<file path="src/rtl/miner_cfg_pkg.sv">
package miner_cfg_pkg;

   localparam int unsigned WORD_W = 32;

   // identification constant: ASCII "SHA3", first character in the top byte
   localparam logic [WORD_W-1:0] ID_WORD = 32'h5348_4133;

   // control word field positions (the search engine decodes these)
   localparam int unsigned CTL_RUN_BIT   = 0;
   localparam int unsigned CTL_TEST_BIT  = 1;
   localparam int unsigned CTL_HALT_BIT  = 2;
   localparam int unsigned CTL_PADL_LSB  = 16;
   localparam int unsigned CTL_PADF_LSB  = 24;

   // control word reset: first pad 0x06, last pad 0x80, all control bits clear
   localparam logic [WORD_W-1:0] CTL_RESET = 32'h0680_0000;

endpackage

</file>
<file path="src/rtl/mcr_bus_ctrl.sv">
module mcr_bus_ctrl #(
   parameter int unsigned ADDR_W  = 32,
   parameter int unsigned IDX_LSB = 2,
   parameter int unsigned IDX_W   = 5
) (
   input  logic              clk,
   input  logic              arst,
   input  logic              cyc,
   input  logic              stb,
   input  logic              we,
   input  logic [ADDR_W-1:0] adr,
   output logic              ack,
   output logic              wr_acc,
   output logic              rd_acc,
   output logic [IDX_W-1:0]  idx
);

   localparam int unsigned IDX_MSB = IDX_LSB + IDX_W - 1;

   generate
      if (IDX_MSB >= ADDR_W) begin : g_bad_idx
         $error("word index field exceeds address width");
      end
   endgenerate

   logic acc;
   logic unused_adr_bits;

   assign acc    = cyc & stb & ~ack;
   assign wr_acc = acc & we;
   assign rd_acc = acc & ~we;
   assign idx    = adr[IDX_MSB:IDX_LSB];
   assign unused_adr_bits = ^{adr[ADDR_W-1:IDX_MSB+1], adr[IDX_LSB-1:0]};

   always_ff @(posedge clk or posedge arst) begin
      if (arst) ack <= 1'b0;
      else      ack <= acc;
   end

   AST_ACK_AFTER_REQ: assert property (@(posedge clk) disable iff (arst)
      (cyc && stb && !ack) |=> ack);
   AST_ACK_SINGLE: assert property (@(posedge clk) disable iff (arst)
      ack |=> !ack);
   AST_ACK_NEEDS_REQ: assert property (@(posedge clk) disable iff (arst)
      ack |-> $past(cyc && stb));

endmodule

</file>
<file path="src/rtl/mcr_rw_word.sv">
module mcr_rw_word #(
   parameter int unsigned       W         = 32,
   parameter logic [W-1:0]      RESET_VAL = '0
) (
   input  logic             clk,
   input  logic             arst,
   input  logic             wr,
   input  logic [W/8-1:0]   sel,
   input  logic [W-1:0]     d,
   output logic [W-1:0]     q
);

   localparam int unsigned LANES = W / 8;

   generate
      if (W % 8 != 0) begin : g_bad_width
         $error("register width must be a whole number of bytes");
      end
      for (genvar b = 0; b < LANES; b++) begin : g_lane
         always_ff @(posedge clk or posedge arst) begin
            if (arst)              q[b*8 +: 8] <= RESET_VAL[b*8 +: 8];
            else if (wr && sel[b]) q[b*8 +: 8] <= d[b*8 +: 8];
         end
      end
   endgenerate

   AST_WORD_HELD: assert property (@(posedge clk) disable iff (arst)
      !wr |=> $stable(q));

endmodule

</file>
<file path="src/rtl/mcr_irq.sv">
module mcr_irq (
   input  logic clk,
   input  logic arst,
   input  logic found,
   input  logic clr,
   output logic irq
);

   logic found_d;
   logic rise;

   assign rise = found & ~found_d;

   always_ff @(posedge clk or posedge arst) begin
      if (arst) begin
         found_d <= 1'b0;
         irq     <= 1'b0;
      end else begin
         found_d <= found;
         irq     <= rise | (irq & ~clr);
      end
   end

   AST_IRQ_ON_RISE: assert property (@(posedge clk) disable iff (arst)
      $rose(found) |=> irq);
   AST_IRQ_CLEARS: assert property (@(posedge clk) disable iff (arst)
      (clr && !$rose(found)) |=> !irq);
   AST_IRQ_HOLDS: assert property (@(posedge clk) disable iff (arst)
      (irq && !clr) |=> irq);

endmodule

</file>
<file path="src/rtl/miner_cfg_regs.sv">
module miner_cfg_regs
   import miner_cfg_pkg::*;
#(
   parameter int unsigned ADDR_W  = 32,
   parameter int unsigned DATA_W  = 32,
   parameter int unsigned HDR_W   = 256,
   parameter int unsigned DIFF_W  = 256,
   parameter int unsigned NONCE_W = 64,
   parameter int unsigned IDX_LSB = 2,
   parameter int unsigned IDX_W   = 5
) (
   input  logic                clk,
   input  logic                arst,
   input  logic                bus_cyc,
   input  logic                bus_stb,
   input  logic                bus_we,
   input  logic [DATA_W/8-1:0] bus_sel,
   input  logic [ADDR_W-1:0]   bus_adr,
   input  logic [DATA_W-1:0]   bus_wdat,
   output logic                bus_ack,
   output logic [DATA_W-1:0]   bus_rdat,
   input  logic                core_found,
   input  logic                core_running,
   input  logic                core_testing,
   input  logic [NONCE_W-1:0]  core_soln,
   output logic [HDR_W-1:0]    cfg_header,
   output logic [DIFF_W-1:0]   cfg_diff,
   output logic [NONCE_W-1:0]  cfg_start,
   output logic                cfg_run,
   output logic                cfg_test,
   output logic                cfg_halt,
   output logic [7:0]          cfg_pad_last,
   output logic [7:0]          cfg_pad_first,
   output logic                irq
);

   // word map, derived from the widths
   localparam int unsigned SOLN_WORDS  = NONCE_W / DATA_W;
   localparam int unsigned HDR_WORDS   = HDR_W / DATA_W;
   localparam int unsigned DIFF_WORDS  = DIFF_W / DATA_W;
   localparam int unsigned START_WORDS = NONCE_W / DATA_W;
   localparam int unsigned STAT_IDX    = SOLN_WORDS;
   localparam int unsigned ID_IDX      = STAT_IDX + 1;
   localparam int unsigned RW_BASE     = ID_IDX + 1;
   localparam int unsigned RW_WORDS    = HDR_WORDS + DIFF_WORDS + START_WORDS + 1;
   localparam int unsigned NUM_WORDS   = RW_BASE + RW_WORDS;
   // positions inside the writable bank
   localparam int unsigned HDR_OFS     = 0;
   localparam int unsigned DIFF_OFS    = HDR_OFS + HDR_WORDS;
   localparam int unsigned START_OFS   = DIFF_OFS + DIFF_WORDS;
   localparam int unsigned CTL_OFS     = START_OFS + START_WORDS;
   localparam int unsigned CTL_IDX     = RW_BASE + CTL_OFS;

   generate
      if (DATA_W != WORD_W) begin : g_bad_data
         $error("bus data width must be 32");
      end
      if ((HDR_W % DATA_W) != 0 || (DIFF_W % DATA_W) != 0 || (NONCE_W % DATA_W) != 0) begin : g_bad_fields
         $error("field widths must be whole words");
      end
      if (NUM_WORDS > (1 << IDX_W)) begin : g_bad_map
         $error("word map does not fit the index field");
      end
   endgenerate

   logic             wr_acc;
   logic             rd_acc;
   logic [IDX_W-1:0] idx;

   mcr_bus_ctrl #(
      .ADDR_W (ADDR_W),
      .IDX_LSB(IDX_LSB),
      .IDX_W  (IDX_W)
   ) u_bus (
      .clk   (clk),
      .arst  (arst),
      .cyc   (bus_cyc),
      .stb   (bus_stb),
      .we    (bus_we),
      .adr   (bus_adr),
      .ack   (bus_ack),
      .wr_acc(wr_acc),
      .rd_acc(rd_acc),
      .idx   (idx)
   );

   // writable bank
   logic [DATA_W-1:0] rw_q [RW_WORDS];

   generate
      for (genvar j = 0; j < RW_WORDS; j++) begin : g_rw
         localparam logic [DATA_W-1:0] RV = (j == CTL_OFS) ? CTL_RESET : '0;
         logic hit;
         assign hit = wr_acc && (int'(idx) == int'(RW_BASE + j));
         mcr_rw_word #(
            .W        (DATA_W),
            .RESET_VAL(RV)
         ) u_word (
            .clk (clk),
            .arst(arst),
            .wr  (hit),
            .sel (bus_sel),
            .d   (bus_wdat),
            .q   (rw_q[j])
         );
      end
      for (genvar h = 0; h < HDR_WORDS; h++) begin : g_hdr_out
         assign cfg_header[h*DATA_W +: DATA_W] = rw_q[HDR_OFS + h];
      end
      for (genvar f = 0; f < DIFF_WORDS; f++) begin : g_diff_out
         assign cfg_diff[f*DATA_W +: DATA_W] = rw_q[DIFF_OFS + f];
      end
      for (genvar s = 0; s < START_WORDS; s++) begin : g_start_out
         assign cfg_start[s*DATA_W +: DATA_W] = rw_q[START_OFS + s];
      end
   endgenerate

   assign cfg_run       = rw_q[CTL_OFS][CTL_RUN_BIT];
   assign cfg_test      = rw_q[CTL_OFS][CTL_TEST_BIT];
   assign cfg_halt      = rw_q[CTL_OFS][CTL_HALT_BIT];
   assign cfg_pad_last  = rw_q[CTL_OFS][CTL_PADL_LSB +: 8];
   assign cfg_pad_first = rw_q[CTL_OFS][CTL_PADF_LSB +: 8];

   // read selection
   logic [DATA_W-1:0] status_word;
   logic [DATA_W-1:0] rd_mux;

   always_comb begin
      status_word    = '0;
      status_word[0] = core_found;
      status_word[1] = core_running;
      status_word[2] = core_testing;
   end

   always_comb begin
      rd_mux = '0;
      for (int k = 0; k < int'(SOLN_WORDS); k++) begin
         if (int'(idx) == k) rd_mux = core_soln[k*DATA_W +: DATA_W];
      end
      if (int'(idx) == int'(STAT_IDX)) rd_mux = status_word;
      if (int'(idx) == int'(ID_IDX))   rd_mux = ID_WORD;
      for (int j = 0; j < int'(RW_WORDS); j++) begin
         if (int'(idx) == int'(RW_BASE) + j) rd_mux = rw_q[j];
      end
   end

   always_ff @(posedge clk or posedge arst) begin
      if (arst)        bus_rdat <= '0;
      else if (rd_acc) bus_rdat <= rd_mux;
      else             bus_rdat <= '0;
   end

   // interrupt
   logic ctl_rd;
   assign ctl_rd = rd_acc && (int'(idx) == int'(CTL_IDX));

   mcr_irq u_irq (
      .clk  (clk),
      .arst (arst),
      .found(core_found),
      .clr  (ctl_rd),
      .irq  (irq)
   );

   AST_RDAT_IDLE: assert property (@(posedge clk) disable iff (arst)
      !bus_ack |-> (bus_rdat == '0));
   AST_UNMAPPED_ZERO: assert property (@(posedge clk) disable iff (arst)
      (bus_ack && $past(int'(idx) >= int'(NUM_WORDS))) |-> (bus_rdat == '0));
   AST_ID_CONST: assert property (@(posedge clk) disable iff (arst)
      (bus_ack && $past(rd_acc && int'(idx) == int'(ID_IDX))) |-> (bus_rdat == ID_WORD));
   AST_STATUS_READ: assert property (@(posedge clk) disable iff (arst)
      (bus_ack && $past(rd_acc && int'(idx) == int'(STAT_IDX))) |-> (bus_rdat[DATA_W-1:3] == '0));

endmodule

</file>
<file path="config.mk">
export PLATFORM = sky130hd
export DESIGN_NAME = miner_cfg_regs
export DESIGN_NICKNAME = d
export VERILOG_FILES = /design/src/rtl/miner_cfg_pkg.sv /design/src/rtl/mcr_bus_ctrl.sv /design/src/rtl/mcr_rw_word.sv /design/src/rtl/mcr_irq.sv /design/src/rtl/miner_cfg_regs.sv
export SDC_FILE = /design/constraint.sdc
export NUM_CORES = 1
export LEC_CHECK = 0
export BUFFER_PORTS_ARGS = -buffer_cell sky130_fd_sc_hd__buf_2
export CORE_AREA = 4 4 297 299
export DETAILED_ROUTE_END_ITERATION = 8
export DIE_AREA = 0 0 301 303
export HOLD_SLACK_MARGIN = 0.02
export SLEW_MARGIN = 20
export SYNTH_ARGS = -nofsm -noshare
export SYNTH_HDL_FRONTEND = slang
export SYNTH_SLANG_ARGS = --single-unit
</file>
<file path="constraint.sdc">
create_clock -name clk -period 38.3 [get_ports clk]
set_input_delay 1.915 -clock clk [delete_from_list [all_inputs] [get_ports clk]]
set_output_delay 1.915 -clock clk [all_outputs]
set_load 0.02 [all_outputs]
</file>
# Word-level counts from Yosys, hierarchy flattened
# Cells that the tools add are included.
# W data, S select, Z words.
# word_totals
inputBits,140
ff_bits,643
elab_cells,234
# op_classes
mux,24
reduce_logical,97
n_eq_ne,22
bitwise_logic,11
# ops
cell,n
$mux W32,24
$logic_and A1 B1 Y1,96
$eq A5 B5 Y1 const B,15
$eq A5 B4 Y1 const B,4
$eq A5 B3 Y1 const B,2
$and A1 B1 Y1,6
$eq A5 B2 Y1 const B,1
$logic_not A5 Y1,1
$not A1 Y1,4
$or A1 B1 Y1,1

# Depth between registers and ports, before layout
# depth
depth_word,25
depth_mapped,11
ltp_nobuf,7

# Hierarchy
# Synthesis repeated with hierarchy kept, for this count alone.
# hier_totals
hier_cells,2425
area_unflattened_um2,30055.1
# modules_own_cells
mod,cells_each,area_each_um2,seq_area_each_um2,n_inst
mcr_rw_word at g_rw[0].u_word ...,69,1189.9,800.8,18
miner_cfg_regs,1098,7269.5,800.8,1
mcr_rw_word at g_rw[18].u_word,69,1193.6,804.5,1
mcr_bus_ctrl,10,100.1,25.0,1
mcr_irq,6,73.8,50.0,1

# Worst setup path after synthesis
# No wires, ideal clock.
# synth_path
path_kind,input to register
startpoint,input port bus_adr[5]
endpoint,register bus_rdat[4]
required_time_ns,38.168
n_path_buf,2
stages,9
arrival_ns,3.562
path_slack_ns,34.606
path_cell_list,buf_2 > buf_2 > nand3b_2 > nor2_2 > a222oi_1 > nand3_1 > or4_1 > a222oi_1 > nor2_1
# synth_between
elab_chain_len,25
word_cells_on_any_way,47
classes_between,eq/ne: 22; mux: 24; reduce/logical: 1
# synth_rtl
element,line,text
"start, declared",miner_cfg_regs.sv:18,"input logic [ADDR_W-1:0] bus_adr,"
$logic_not A5 Y1,miner_cfg_regs.sv:138,if (int'(idx) == k) rd_mux = core_soln[k*DATA_W +: DATA_W];
$mux W32 (2 in a row),miner_cfg_regs.sv:138,
$mux W32,miner_cfg_regs.sv:140,if (int'(idx) == int'(STAT_IDX)) rd_mux = status_word;
$mux W32,miner_cfg_regs.sv:141,if (int'(idx) == int'(ID_IDX)) rd_mux = ID_WORD;
$mux W32 (18 in a row),miner_cfg_regs.sv:143,if (int'(idx) == int'(RW_BASE) + j) rd_mux = rw_q[j];
$mux W32 *,miner_cfg_regs.sv:143,
$mux W32 *,miner_cfg_regs.sv:149,else if (rd_acc) bus_rdat <= rd_mux;
"end signal, assigned",miner_cfg_regs.sv:149,
"end, declared",miner_cfg_regs.sv:21,"output logic [DATA_W-1:0] bus_rdat,"
# Every way passes the cells marked *; elsewhere a longest branch is shown, timed or not.
# A chain may end at the register's enable or synchronous reset.

# Worst setup path after layout
# layout_path
startpoint,input port bus_adr[4]
endpoint,register bus_rdat[25]
# The elaborated chain is that of the path after synthesis.

==> metrics <==
run status=finished clean; GRT Total Usage=35.3%; reg-to-reg startpoint=u_bus.ack$_DFF_PP0_; Hold Path Depth=1; CP max-delay cell=buf_2; Final nets=3275; clock root buffer=clkbuf_16; Power Total=1.65 mW; sequential share of power=44.3%; syn avg cell area=12.3 um2; Final Hold Vio Count=0; power per standard cell area=44.3 nW/um2; Worst Hold Class=reg -> reg; final setup vio count=0; row cnt=107; combinational share of power=11.8%; R2R cell count=4; hold endpoint=u_irq.irq$_DFF_PP0_; DR vias/cell=6.11; Setup WS post-layout=32600 ps; post-cts sizing count=0; Fin Clk Skew=32.6 ps; fin area=37300 um2; vias in the first global route=25820; measured slew at the worst slew-check pin=1200 ps; Crit path top cell by count=buf_4; M1 WL=65100 um; Finished Core Util=43.8%; Met3 Wirelength=17900 um; Routed WL=167000 um; CP startpoint kind=input pin; CP delay by family, top=buffers and inverters; antenna-violating nets left=0; CTS tree=done; Clock power frac=43.9%; top-area cell type share of the netlist area=53.7%; unrepaired setup endpoints after global routing=false; Async S/R FF share, synth=100%; Crit Path Max Fanout=34; reg2reg end=g_rw[6].u_word.q[22]$_DFFE_PP0P_; Clock Path Buffers=3; port bufs=741; max_cap viols=0; routability cong.=0.921; top post-synthesis cells by area=dfrtp_1, mux2_2, a22oi_1, a21oi_1, o21ai_0; worst path bufs/invs=4; wire length per cell=38.4 um; min Tclk post-route=5700 ps; Switch Pwr=0.473 mW; Post-synth EDFFs=0; clock transition at the registers of the reported paths=60 ps; worst skew pair latency=630 ps; Hold Startpoint=u_irq.found_d$_DFF_PP0_; WL met2=74700 um; Seq cells post-synth=643; largest net degree at the start of global routing=123; crit path cell chain=buf_2, buf_4, or3b_1, buf_4, nor2_4, buf_4, a22oi_1, o2111ai_1, o21ai_0, a21o_1, a21oi_1; DPL Wire Length=116000 um; Die X=301 um; arrival time worst endpoint=6260 ps; commonest non-fill, non-tap cell in the layout=buf_2; Post-Place Setup Slack=32060 ps; fmax=175 MHz; slowest stage delay, CP=760 ps; Setup TNS=0 ps; max-slew violation count=0; WP data required=38860 ps; Peak VDD IR=0.0313 mV; Tcrit/Tclk final=14.9%; drt first pass iters=7; first-pass GRT wire length=221000 um; Initial Utilization=35.1%; max_slew headroom=19.7%; CP Class=in -> reg; via count=26531; Setup Fix Bufs, Post-CTS=0; Net Sw Frac=28.6%; ys flop type=dfrtp_1; area growth from synthesis to layout=25.1%; Fillers=8190; core area=85100 um2; syn nets=2573; initial antenna violation count=12; dominant cell type by area after synthesis=dfrtp_1; Reg2Reg Setup Slack=35230 ps; Yosys cell types=72; TritonCTS buffer count=74; htree depth=3; Crit. End Element=flop; cts hold-fix bufs=0; Lkg Pwr=19.7 nW; DRT iter0 DRCs=2791; top sig layer=met5; io pins=769; Int Pwr=1.18 mW; Placed Area=34900 um2; GR Overflow Total=0; Synth warnings=0; die area=91200 um2; DRC viols=0; most frequent cells in the layout=buf_2, dfrtp_1, mux2_2; # clock sinks=643; share of post-route cells with drive strength above 1=50.7%; sequential area share after synthesis=53.9%; Post-Syn Area=29800 um2; Die Y=303 um; Mapped Cells=2433
==> Yosys cell counts, drive strengths merged, types with 25 or more instances <==
cell,count
buf,129
nor3,28
clkbuf,69
nand2,143
a21oi,125
o21ai,107
nand3,25
nor2,104
a221oi,33
a22oi,122
dfrtp,640
mux2,615
==> how the worst max path moves through the flow <==
stage                     from                         endpoint  depth (start not counted)
global route        bus_adr[3]           bus_rdat[22]$_DFF_PP0_                         11
detailed placement  bus_adr[3]           bus_rdat[22]$_DFF_PP0_                         11
CTS                 bus_adr[3]           bus_rdat[22]$_DFF_PP0_                         11
floorplan                 arst            bus_rdat[0]$_DFF_PP0_                          1
global placement    bus_adr[4]  g_rw[0].u_word.q[6]$_DFFE_PP0P_                          8
finish              bus_adr[4]           bus_rdat[25]$_DFF_PP0_                         11
==> sequential cells by signal (all words and copies together) (netlist names) <==
name           cells
bus_rdat          32
g_rw.u_word.q    608
u_bus.ack          1
u_irq.found_d      1
u_irq.irq          1
==> worst reg2reg max path: stages (launching register included) <==
cell and delay (ps):
dfrtp_1 400, nor2_1 570, and3_1 860, nand2_1 670, mux2_2 470
==> power groups by stage <==
stage | Combinational, mW | Clock [mW] | Sequential, mW
floorplan | 0.0725 | 0 | 0.769
global placement | 0.193 | 0 | 0.742
detailed placement | 0.194 | 0 | 0.742
CTS | 0.194 | 0.730 | 0.730
global route | 0.204 | 0.757 | 0.734
finish | 0.195 | 0.726 | 0.732
==> logic make-up (layout without fill, tap and decap cells) <==
kind of cell / after synthesis / in the layout / share of synthesized area (%)
other: 0 / 6 / 0
multiplexers: 632 / 632 / 23.8
buffers and inverters: 214 / 971 / 3.33
AO/OA/AOI/OAI: 550 / 550 / 12.4
flip-flops: 643 / 643 / 53.9
AND/OR/NAND/NOR: 394 / 394 / 6.56
==> per-layer routing <==
metal / track usage (%) / vias up
li1: - / 10475
met3: 9.87 / 408
met1: 45.9 / 13806
met4: 16.7 / 4
met2: 54.7 / 1838
met5: 0 / -
==> stage by stage <==
step	cells	hold WS, ps
after floorplan	2433	400
after global placement	4201	416
after detailed placement	4203	415
after CTS	4334	419
after global routing	4335	459
final	4340	416
==> area by class of cell <==
cell class                 count  area, um2  share of cell area (%)
antenna                        6       15.0                  0.0402
clock buffer                 107       2160                    5.78
clock inverter                24        294                   0.788
inverter                      16       67.6                   0.181
multi-input combinational   1576      12900                    34.6
sequential                   643      16100                    43.1
tap                         1144       1430                    3.83
timing repair buffer         824       4370                    11.7
Note: power is estimated with default switching activity, not from simulation.
